==> config.mk <==
export PLATFORM = sky130hd
export DESIGN_NAME = hdlc_tx
export DESIGN_NICKNAME = d
export VERILOG_FILES = /design/src/rtl/hdlc_tx_pkg.sv /design/src/rtl/hdlc_tx_crc.sv /design/src/rtl/hdlc_tx_wr_window.sv /design/src/rtl/hdlc_tx.sv
export SDC_FILE = /design/constraint.sdc
export NUM_CORES = 1
export LEC_CHECK = 0
export BUFFER_PORTS_ARGS = -buffer_cell sky130_fd_sc_hd__buf_4
export CORE_MARGIN = 5
export CORE_UTILIZATION = 60
export DETAILED_ROUTE_END_ITERATION = 16
export GPL_ROUTABILITY_DRIVEN = 0
export HOLD_SLACK_MARGIN = 0.1
export MAX_ROUTING_LAYER = met4
export PLACE_DENSITY = 0.79
export SKIP_LAST_GASP = 1
export SLEW_MARGIN = 20
export SYNTH_ARGS = -nofsm -noshare
export SYNTH_HDL_FRONTEND = slang
export SYNTH_SLANG_ARGS = --single-unit
==> constraint.sdc <==
create_clock -name clk -period 3.17 [get_ports clk]
set_input_delay 0.634 -clock clk [delete_from_list [all_inputs] [get_ports clk]]
set_output_delay 0.634 -clock clk [all_outputs]
set_load 0.02 [all_outputs]
==> src/rtl/hdlc_tx_pkg.sv <==
package hdlc_tx_pkg;

    typedef enum logic [2:0] {
        ST_IDLE,
        ST_OPEN,
        ST_DATA,
        ST_FCS,
        ST_CLOSE,
        ST_ABORT,
        ST_GAP
    } tx_state_e;

    localparam logic [7:0] FLAG_BYTE   = 8'h7E;
    localparam logic [2:0] ONES_LIMIT  = 3'd5;
    localparam int         ABORT_BITS  = 7;

    function automatic int fcs_width(input int sel);
        return (sel == 1) ? 32 : 16;
    endfunction

endpackage

==> src/rtl/hdlc_tx_crc.sv <==
module hdlc_tx_crc #(
    parameter int CRC_SEL = 0
) (
    input  logic clk,
    input  logic rst_n,
    input  logic init,
    input  logic step,
    input  logic shift,
    input  logic din,
    output logic fcs_bit
);
    import hdlc_tx_pkg::*;

    localparam int W = fcs_width(CRC_SEL);

    logic [W-1:0] poly_c;
    logic [W-1:0] crc_q;

    generate
        if (CRC_SEL == 1) begin : g_crc32
            assign poly_c = W'(32'hEDB88320);
        end else begin : g_crc16
            assign poly_c = W'(16'h8408);
        end
    endgenerate

    always_ff @(posedge clk or negedge rst_n) begin
        if (!rst_n) begin
            crc_q <= '1;
        end else if (init) begin
            crc_q <= '1;
        end else if (step) begin
            crc_q <= (crc_q >> 1) ^ ((crc_q[0] ^ din) ? poly_c : '0);
        end else if (shift) begin
            crc_q <= crc_q >> 1;
        end
    end

    assign fcs_bit = ~crc_q[0];

    // accumulation and emission of the check sequence never overlap
    p_crc_mode_excl_r5: assert property (@(posedge clk) disable iff (!rst_n)
        !(step && shift));

endmodule

==> src/rtl/hdlc_tx_wr_window.sv <==
module hdlc_tx_wr_window #(
    parameter int WINDOW = 7
) (
    input  logic clk,
    input  logic rst_n,
    input  logic arm,
    input  logic wr,
    input  logic clr,
    output logic need
);
    localparam int CW = $clog2(WINDOW + 1);

    logic [CW-1:0] cnt_q;

    always_ff @(posedge clk or negedge rst_n) begin
        if (!rst_n) begin
            need  <= 1'b0;
            cnt_q <= '0;
        end else if (clr) begin
            need  <= 1'b0;
            cnt_q <= '0;
        end else if (arm) begin
            need  <= 1'b1;
            cnt_q <= '0;
        end else if (need) begin
            if (wr) begin
                need <= 1'b0;
            end else if (cnt_q == CW'(WINDOW - 1)) begin
                need <= 1'b0;
            end else begin
                cnt_q <= cnt_q + 1'b1;
            end
        end
    end

    // a new request is only raised once the previous one is settled
    p_arm_when_free_r7: assert property (@(posedge clk) disable iff (!rst_n)
        arm |-> !need);

    // a request only drops through a write, a clear or a full window
    p_window_close_r8: assert property (@(posedge clk) disable iff (!rst_n)
        $fell(need) |-> ($past(wr) || $past(clr) || $past(cnt_q) == CW'(WINDOW - 1)));

endmodule

==> src/rtl/hdlc_tx.sv <==
module hdlc_tx #(
    parameter int CRC_SEL = 0,
    parameter int IDLE_W  = 4,
    parameter int WINDOW  = 7
) (
    input  logic              clk,
    input  logic              rst_n,
    input  logic [IDLE_W-1:0] idle_len,
    input  logic              wr_en,
    input  logic [7:0]        wr_data,
    input  logic              wr_last,
    input  logic              abort_req,
    output logic              byte_ready,
    output logic              tx_bit
);
    import hdlc_tx_pkg::*;

    localparam int FCS_W = fcs_width(CRC_SEL);
    localparam int CNT_W = $clog2(FCS_W + 1);

    tx_state_e         state, state_n;
    logic [CNT_W-1:0]  bit_cnt;
    logic [7:0]        shreg;
    logic [7:0]        buf_data;
    logic              buf_full;
    logic              buf_last;
    logic              cur_last;
    logic [2:0]        ones_cnt;
    logic [IDLE_W-1:0] gap_cnt;

    logic need;
    logic fcs_bit;
    logic wr_ok;
    logic stuff_now;
    logic abort_hit;
    logic cur_bit;
    logic [2:0] ones_after;
    logic byte_end;
    logic fcs_end;
    logic gap_done;
    logic arm;
    logic line_bit_c;
    logic in_frame;

    assign in_frame   = (state == ST_OPEN) || (state == ST_DATA) || (state == ST_FCS);
    assign byte_ready = (state == ST_IDLE) || need;
    assign wr_ok      = wr_en && byte_ready;
    assign abort_hit  = abort_req && in_frame;
    assign stuff_now  = ((state == ST_DATA) || (state == ST_FCS)) && (ones_cnt == ONES_LIMIT);
    assign cur_bit    = (state == ST_FCS) ? fcs_bit : shreg[0];
    assign ones_after = cur_bit ? (ones_cnt + 3'd1) : 3'd0;
    assign byte_end   = (state == ST_DATA) && !stuff_now && (bit_cnt == CNT_W'(7));
    assign fcs_end    = (state == ST_FCS) && !stuff_now && (bit_cnt == CNT_W'(FCS_W - 1));
    assign gap_done   = ({1'b0, gap_cnt} + 1'b1) == {1'b0, idle_len};

    assign arm = !abort_hit &&
                 (((state == ST_OPEN) && (bit_cnt == CNT_W'(7)) && !buf_last) ||
                  (byte_end && buf_full && !buf_last));

    hdlc_tx_crc #(.CRC_SEL(CRC_SEL)) u_crc (
        .clk     (clk),
        .rst_n   (rst_n),
        .init    (state == ST_IDLE),
        .step    ((state == ST_DATA) && !stuff_now),
        .shift   ((state == ST_FCS) && !stuff_now),
        .din     (shreg[0]),
        .fcs_bit (fcs_bit)
    );

    hdlc_tx_wr_window #(.WINDOW(WINDOW)) u_window (
        .clk   (clk),
        .rst_n (rst_n),
        .arm   (arm),
        .wr    (wr_ok),
        .clr   (state_n == ST_ABORT),
        .need  (need)
    );

    // next-state decision
    always_comb begin
        state_n = state;
        unique case (state)
            ST_IDLE: begin
                if (wr_ok) state_n = ST_OPEN;
            end
            ST_OPEN: begin
                if (abort_hit)                    state_n = ST_ABORT;
                else if (bit_cnt == CNT_W'(7))    state_n = ST_DATA;
            end
            ST_DATA: begin
                if (abort_hit)                    state_n = ST_ABORT;
                else if (byte_end) begin
                    if (buf_full)                 state_n = ST_DATA;
                    else if (cur_last)            state_n = ST_FCS;
                    else                          state_n = ST_ABORT;
                end
            end
            ST_FCS: begin
                if (abort_hit)                    state_n = ST_ABORT;
                else if (stuff_now && bit_cnt == CNT_W'(FCS_W)) state_n = ST_CLOSE;
                else if (fcs_end && ones_after != ONES_LIMIT)   state_n = ST_CLOSE;
            end
            ST_CLOSE: begin
                if (bit_cnt == CNT_W'(7))
                    state_n = (idle_len == '0) ? ST_IDLE : ST_GAP;
            end
            ST_ABORT: begin
                if (bit_cnt == CNT_W'(ABORT_BITS - 1))
                    state_n = (idle_len == '0) ? ST_IDLE : ST_GAP;
            end
            ST_GAP: begin
                if (gap_done) state_n = ST_IDLE;
            end
            default: state_n = ST_IDLE;
        endcase
    end

    // state register
    always_ff @(posedge clk or negedge rst_n) begin
        if (!rst_n) state <= ST_IDLE;
        else        state <= state_n;
    end

    // datapath: counters, shifter and holding byte
    always_ff @(posedge clk or negedge rst_n) begin
        if (!rst_n) begin
            bit_cnt  <= '0;
            shreg    <= '0;
            buf_data <= '0;
            buf_full <= 1'b0;
            buf_last <= 1'b0;
            cur_last <= 1'b0;
            ones_cnt <= '0;
            gap_cnt  <= '0;
        end else begin
            if (wr_ok) begin
                buf_data <= wr_data;
                buf_last <= wr_last;
                buf_full <= 1'b1;
            end
            unique case (state)
                ST_IDLE: begin
                    bit_cnt  <= '0;
                    ones_cnt <= '0;
                end
                ST_OPEN: begin
                    bit_cnt <= bit_cnt + 1'b1;
                    if (bit_cnt == CNT_W'(7)) begin
                        shreg    <= buf_data;
                        cur_last <= buf_last;
                        buf_full <= 1'b0;
                        ones_cnt <= '0;
                    end
                end
                ST_DATA: begin
                    if (stuff_now) begin
                        ones_cnt <= '0;
                    end else begin
                        shreg    <= shreg >> 1;
                        ones_cnt <= ones_after;
                        bit_cnt  <= bit_cnt + 1'b1;
                        if (byte_end) begin
                            bit_cnt <= '0;
                            if (buf_full) begin
                                shreg    <= buf_data;
                                cur_last <= buf_last;
                                buf_full <= 1'b0;
                            end
                        end
                    end
                end
                ST_FCS: begin
                    if (stuff_now) begin
                        ones_cnt <= '0;
                    end else begin
                        ones_cnt <= ones_after;
                        bit_cnt  <= bit_cnt + 1'b1;
                    end
                end
                ST_CLOSE, ST_ABORT: begin
                    bit_cnt <= bit_cnt + 1'b1;
                end
                ST_GAP: begin
                    gap_cnt <= gap_cnt + 1'b1;
                end
                default: begin
                    bit_cnt <= '0;
                end
            endcase
            if (state_n != state) begin
                bit_cnt <= '0;
                gap_cnt <= '0;
            end
            if (state_n == ST_ABORT) begin
                buf_full <= 1'b0;
            end
        end
    end

    // line bit selection
    always_comb begin
        line_bit_c = 1'b1;
        unique case (state)
            ST_IDLE, ST_ABORT, ST_GAP: line_bit_c = 1'b1;
            ST_OPEN, ST_CLOSE:         line_bit_c = FLAG_BYTE[bit_cnt[2:0]];
            ST_DATA, ST_FCS:           line_bit_c = stuff_now ? 1'b0 : cur_bit;
            default:                   line_bit_c = 1'b1;
        endcase
    end

    // registered outputs
    always_ff @(posedge clk or negedge rst_n) begin
        if (!rst_n) tx_bit <= 1'b1;
        else        tx_bit <= line_bit_c;
    end

    p_idle_line_r1: assert property (@(posedge clk) disable iff (!rst_n)
        (state == ST_IDLE || state == ST_GAP) |=> tx_bit);

    p_stuff_zero_r4: assert property (@(posedge clk) disable iff (!rst_n)
        stuff_now |=> !tx_bit);

    p_no_overwrite_r7: assert property (@(posedge clk) disable iff (!rst_n)
        (wr_ok && state == ST_DATA) |-> !buf_full);

    p_underrun_abort_r8: assert property (@(posedge clk) disable iff (!rst_n)
        (byte_end && !buf_full && !cur_last && !abort_req) |=> (state == ST_ABORT));

    p_abort_entry_r9: assert property (@(posedge clk) disable iff (!rst_n)
        abort_hit |=> (state == ST_ABORT));

    p_abort_ones_r9: assert property (@(posedge clk) disable iff (!rst_n)
        (state == ST_ABORT) |=> tx_bit);

    p_gap_not_ready_r6: assert property (@(posedge clk) disable iff (!rst_n)
        (state == ST_GAP) |-> !byte_ready);

    p_last_no_ready_r11: assert property (@(posedge clk) disable iff (!rst_n)
        ((state == ST_DATA || state == ST_FCS) && cur_last) |-> !byte_ready);

endmodule

Yosys cells after proc, flatten, opt, wreduce, memory -nomap -nowiden
Memory sizes are Yosys's and may differ from the RTL's.
Cells that the tools add are included.
- bits in read-only memories: 8
- output and inout port bits: 2
- register bits: 55
- input bits: 17
- memories kept: 1
- word-level logic and storage cells: 146
- bitwise logic cells: 3
- multiplexer cells: 61
- $add $sub $neg: 5
- reduce and logical (&&, ||, !) cells: 37
- eq/ne operators: 25
- $lt $le $gt $ge: 1
- memory list (memory ; words ; bits a word ; rd ports ; clocked after Yosys merged registers in ; wr ports ; line ; RTL):
    (name not given) ; 8 ; 1 ; 1 ; 0 ; 0 ; hdlc_tx.sv:205 ; ST_OPEN, ST_CLOSE: line_bit_c = FLAG_BYTE[bit_cnt[2:0]];
- operator list (cell ; count):
    two-way mux 3 bit ; 22
    two-way mux 16 bit ; 4
    two-way mux 8 bit ; 4
    one-hot mux 3 bit (7 select lines) ; 1
    two-way mux 5 bit ; 4
    one-hot mux 5 bit (4 select lines) ; 1
    equality test 3 bit (second input constant) ; 6
    two-way mux 1 bit ; 18
    one-hot mux 8 bit (2 select lines) ; 1
    XOR 15 x 16 -> 16 bit ; 1
    logical AND 1 bit ; 14
    equality test 5 x 3 -> 1 bit (second input constant) ; 2
    inequality test 3 x 2 -> 1 bit (second input constant) ; 3
    one-hot mux 3 bit (3 select lines) ; 1
    AND reduction 3 bit ; 3
    nonzero test 3 bit ; 3
    two-way mux 4 bit ; 2
    inequality test 2 bit (second input constant) ; 4
    adder 3 x 1 -> 3 bit (second input constant) ; 2
    equality test 3 x 2 -> 1 bit (second input constant) ; 2
    inequality test 3 bit (second input constant) ; 2
    one-hot mux 1 bit (2 select lines) ; 3
    adder 4 x 1 -> 5 bit (second input constant) ; 1
    adder 5 x 1 -> 5 bit (second input constant) ; 1
    other kinds (19) ; 27

Longest topological paths before layout
- depth after elaboration: 14
- gate-level depth with buffers: 9
- depth with buffers taken out: 8

Modules after synthesis
A second synthesis with hierarchy kept.
- cell total of the unflattened synthesis: 333
- area, all modules: 3314.4 um2
- modules (own cells, without submodules) (module ; seq. area each (um2) ; cells an instance ; instances ; area each (um2)):
    hdlc_tx ; 877.1 ; 233 ; 1 ; 2232.1
    hdlc_tx_crc ; 420.4 ; 77 ; 1 ; 843.3
    hdlc_tx_wr_window ; 100.1 ; 23 ; 1 ; 239.0

Worst setup path after synthesis
OpenSTA, ideal clock, no wires.
- kind: reg2reg
- start point: reg ones_cnt[0]
- end point: reg bit_cnt[0]
- clock period less this slack: 2.265 ns
- cell stages (with the launch flop): 9
- data required time: 3.048 ns
- path slack: 0.905 ns
- arrival time: 2.143 ns
- setup time: 0.122 ns
- path buffers: 1
- path through: dfrtp_1 > ha_1 > or3b_1 > a211o_1 > o22ai_2 > a22oi_2 > and2_4 > buf_6 > a2111oi_1
- longest elaborated chain between the ends: 13
- elaborated cells between the ends (all ways): 27
- those cells by class: add/sub: 1; eq/ne: 6; mux: 11; reduce/logical: 9
- RTL lines (item ; line ; RTL):
    start, declared ; hdlc_tx.sv:28 ; logic [2:0] ones_cnt;
    start signal, assigned ; hdlc_tx.sv:160 ; ones_cnt <= ones_after;
    start signal, assigned ; hdlc_tx.sv:176 ; ones_cnt <= ones_after;
    branches (longest 13 deep; another with adder 3 x 1 -> 3 bit) ; -- ;
    end signal, assigned ; hdlc_tx.sv:147 ; bit_cnt <= bit_cnt + 1'b1;
    end signal, assigned ; hdlc_tx.sv:177 ; bit_cnt <= bit_cnt + 1'b1;
    end signal, assigned ; hdlc_tx.sv:181 ; bit_cnt <= bit_cnt + 1'b1;
    end, declared ; hdlc_tx.sv:22 ; logic [CNT_W-1:0] bit_cnt;
Parallel ways; which one is timed is not known. The select of a mux whose other input is x is not followed.
A chain may end at the register's enable or synchronous reset.

Worst setup path after layout
- start point: reg state[1]
- end point: reg bit_cnt[4]
- longest elaborated chain between the ends: 14
- elaborated cells between the ends (all ways): 46
- those cells by class: eq/ne: 11; mux: 18; reduce/logical: 17
- RTL lines (item ; line ; RTL):
    start, declared ; hdlc_tx.sv:21 ; tx_state_e state, state_n;
    start signal, assigned ; hdlc_tx.sv:121 ; else state <= state_n;
    branches (longest 14 deep; another with one-hot mux 3 bit (7 select lines)) ; -- ;
Parallel ways; which one is timed is not known. The select of a mux whose other input is x is not followed.

==> impl_metrics.json <==
{
  "outcome": "completed",
  "antenna_found_initial": 0,
  "cts_setup_buffers": 0,
  "drtAntennaViolNets": 0,
  "htree_num_levels": 2,
  "antenna_cells": 0,
  "min_path_type": "primary input to async pin",
  "die-area_mm2": 0.00674,
  "clockBufferDepth": 2,
  "max-slew-margin-rel_pct": 50.3,
  "die_w_um": 82.1,
  "boundaryPins": 19,
  "cpLargestDelayFamily": "compound AO/OA/AOI/OAI gates",
  "ys_types": 63,
  "cts_hold_buf": 0,
  "wire_per_inst_um": 15.7,
  "drv_cap": 0,
  "worst-path-stages": 6,
  "critical-path-slowest-cell": "dfrtp_1",
  "critPathMaxFanout": 24,
  "crit-reg2reg-launch": "state[1]$_DFF_PN0_",
  "first_pass_iters": 4,
  "core_area_mm2": 0.00507,
  "hpwl_um": 4300,
  "cts_resized": 0,
  "synth_top_area_cell": "dfrtp_1",
  "grt_pass1_vias": 2210,
  "async_reset_ff_share_pct": 100,
  "drive_gt1_share_pct": 21.1,
  "fmax_ghz": 0.360,
  "worstSetupPathType": "flop to flop",
  "whs_ns": 0.338,
  "synth-seq-cells": 55,
  "synth-edff-count": 0,
  "seq_area_frac_synth_pct": 44.8,
  "period_minus_slack_ns": 2.78,
  "yosysWarnings": 0,
  "yosysMostFrequentCell": "dfrtp_1",
  "start_util_pct": 61.5,
  "clock-sinks": 55,
  "worstPathRequired_ns": 3.36,
  "drt_iter0_markers": 134,
  "grt_pass1_wl_um": 10400,
  "area_growth_syn_to_layout_pct": 9.02,
  "synth_area_per_cell_um2": 10.3,
  "fin_crit_sh_pct": 87.6,
  "root_buffer": "clkbuf_8",
  "fin_nets": 342,
  "p_per_area_mw_per_mm2": 616,
  "die_h_um": 82.1,
  "worstPathArrival_ns": 2.96,
  "ys.flop_type": "dfrtp_1",
  "grt_max_degree": 56,
  "clkSlewWorstSetupHoldPaths_ns": 0.10,
  "synth_fp_nets": 328,
  "grt_use_total_pct": 20.3,
  "numCtsBuffers": 5,
  "synthesis.area_mm2": 0.00312,
  "wirelength_um": 6070,
  "rr_endpoint": "bit_cnt[4]$_DFFE_PN0P_",
  "tns_ns": 0,
  "p_leak_nw": 1.37,
  "via_per_inst": 6.13,
  "clock_latency_ns": 0.32,
  "worst_slew_pin_slew_ns": 0.742,
  "start_kind": "flop",
  "std_cell_rows": 26,
  "ir_drop_uv": 424,
  "io_buffers": 18,
  "ys_top_cells_by_count": "dfrtp_1, nor2_1, a21oi_1, dfstp_2, nand2_1",
  "cp_num_buf_inv": 0,
  "rsz0062_at_grt": "no",
  "setup_viol": 0,
  "grt-ovfl-total": 0,
  "slew_viol_final": 0,
  "netlist_top_cells_area": "dfrtp_1, dfstp_2, o22a_1, ha_1, mux2_2",
  "yosysTopAreaCellShare_pct": 30.5,
  "crit_path_end_kind": "flop",
  "cts_tree": "yes",
  "post-route-drc-count": 0,
  "r2r_slack_ns": 0.39,
  "worstPathCellList": "nand2b_1 -> nor4_1 -> a21oi_1 -> a21boi_0 -> o211ai_1 -> a2111oi_1",
  "critical-path-max-stage-delay_ns": 0.83,
  "hold_viol": 0,
  "postSynthCellCount": 302,
  "vias": 2374,
  "fin_worst_skew_ns": 0.00560,
  "worst-r2r-cell-count": 6
}
[area by class of cell]
class	count	area (um2)
sequential	55	1400
inverter	13	48.8
clock inverter	1	11.3
timing repair buffer	21	158
clock buffer	7	97.6
multi-input combinational	220	1600
fill	425	1670
tap	70	87.6
[sequential cells by signal, summed over array words and instances (netlist names)]
register / cells
u_window.cnt_q: 3
bit_cnt: 5
u_window.need: 1
buf_data: 8
shreg: 8
buf_full: 1
buf_last: 1
ones_cnt: 3
state: 3
u_crc.crc_q: 16
gap_cnt: 4
tx_bit: 1
cur_last: 1
[routing by layer]
layer,routed length (um),vias to the layer above,track usage (%)
li1,-,1142,-
met2,2870,49,30.9
met5,0,-,-
met1,2850,1172,27.4
met4,97,0,6.31
met3,246,11,4.34
[cells in the final DEF (no fill, tap or decap), types with 2 or more instances in the layout]
master / count
and3_1: 3
nor3_1: 5
nor2b_1: 2
o32ai_1: 2
a211o_1: 2
o22a_1: 14
or3b_1: 2
buf_4: 21
o211ai_1: 2
inv_1: 13
nand3_1: 8
nor2_1: 24
nor4_1: 5
o21ai_0: 11
nand2b_1: 8
a21oi_1: 17
xor2_1: 7
o22ai_1: 3
nand3b_1: 5
a31oi_1: 4
mux2_2: 10
dfrtp_1: 38
clkbuf_8: 5
a2111oi_1: 6
xnor2_1: 7
dfstp_2: 17
mux2i_1: 11
o21a_1: 2
ha_1: 9
a211oi_1: 4
nand2_1: 15
and2_1: 2
or2_2: 3
[through the flow]
step / util (%) / cells / cell area, um2 / setup slack, ns / power (mW)
2_1_floorplan: - / 302 / 3120 / 0.905 / 1.48
3_5_place_dp: 64.9 / 379 / 3290 / 0.512 / 1.65
4_1_cts: 67.0 / 387 / 3400 / 0.480 / 2.10
5_1_grt: 67.0 / 387 / 3400 / 0.167 / 2.22
6_report: 67.0 / 387 / 3400 / 0.393 / 2.10
3_3_place_gp: 64.9 / 379 / 3290 / 0.664 / 1.63
[where the power goes]
group	internal (mW)	leakage, nW	switching [mW]	total [mW]
Sequential	0.824	0.681	0.132	0.957
Combinational	0.294	0.637	0.391	0.685
Clock	0.210	0.0555	0.244	0.454
Total	1.33	1.37	0.767	2.10
[cells by family (layout without fill, tap and decap cells)]
family                   count (synthesis)  after routing  synth area share (%)
AND/OR/NAND/NOR                         92             92                  16.6
AO/OA/AOI/OAI                           84             84                  20.1
multiplexers                            21             21                  7.14
XOR/XNOR                                14             14                  3.93
buffers and inverters                   27             42                  3.89
adder cells (fa/ha/maj)                  9              9                  3.61
flip-flops                              55             55                  44.8
[worst reg2reg max path, delay by kind of cell (launching register included)]
| family | cells | cell delay [ns] |
|---|---|---|
| AO/OA/AOI/OAI | 4 | 1.16 |
| flip-flops | 1 | 0.83 |
| AND/OR/NAND/NOR | 2 | 0.66 |
[worst max-delay path by stage]
stage	from	endpoint	slack, ns
after global routing	state[1]$_DFF_PN0_	gap_cnt[1]$_DFFE_PN0P_	0.17
after CTS	state[1]$_DFF_PN0_	bit_cnt[4]$_DFFE_PN0P_	0.48
after global placement	state[1]$_DFF_PN0_	bit_cnt[0]$_DFFE_PN0P_	0.66
after detailed placement	state[1]$_DFF_PN0_	bit_cnt[4]$_DFFE_PN0P_	0.51
final	state[1]$_DFF_PN0_	bit_cnt[4]$_DFFE_PN0P_	0.39
after floorplan	ones_cnt[0]$_DFFE_PN0P_	bit_cnt[0]$_DFFE_PN0P_	0.91
No activity file was read; power rests on OpenSTA's default activity.
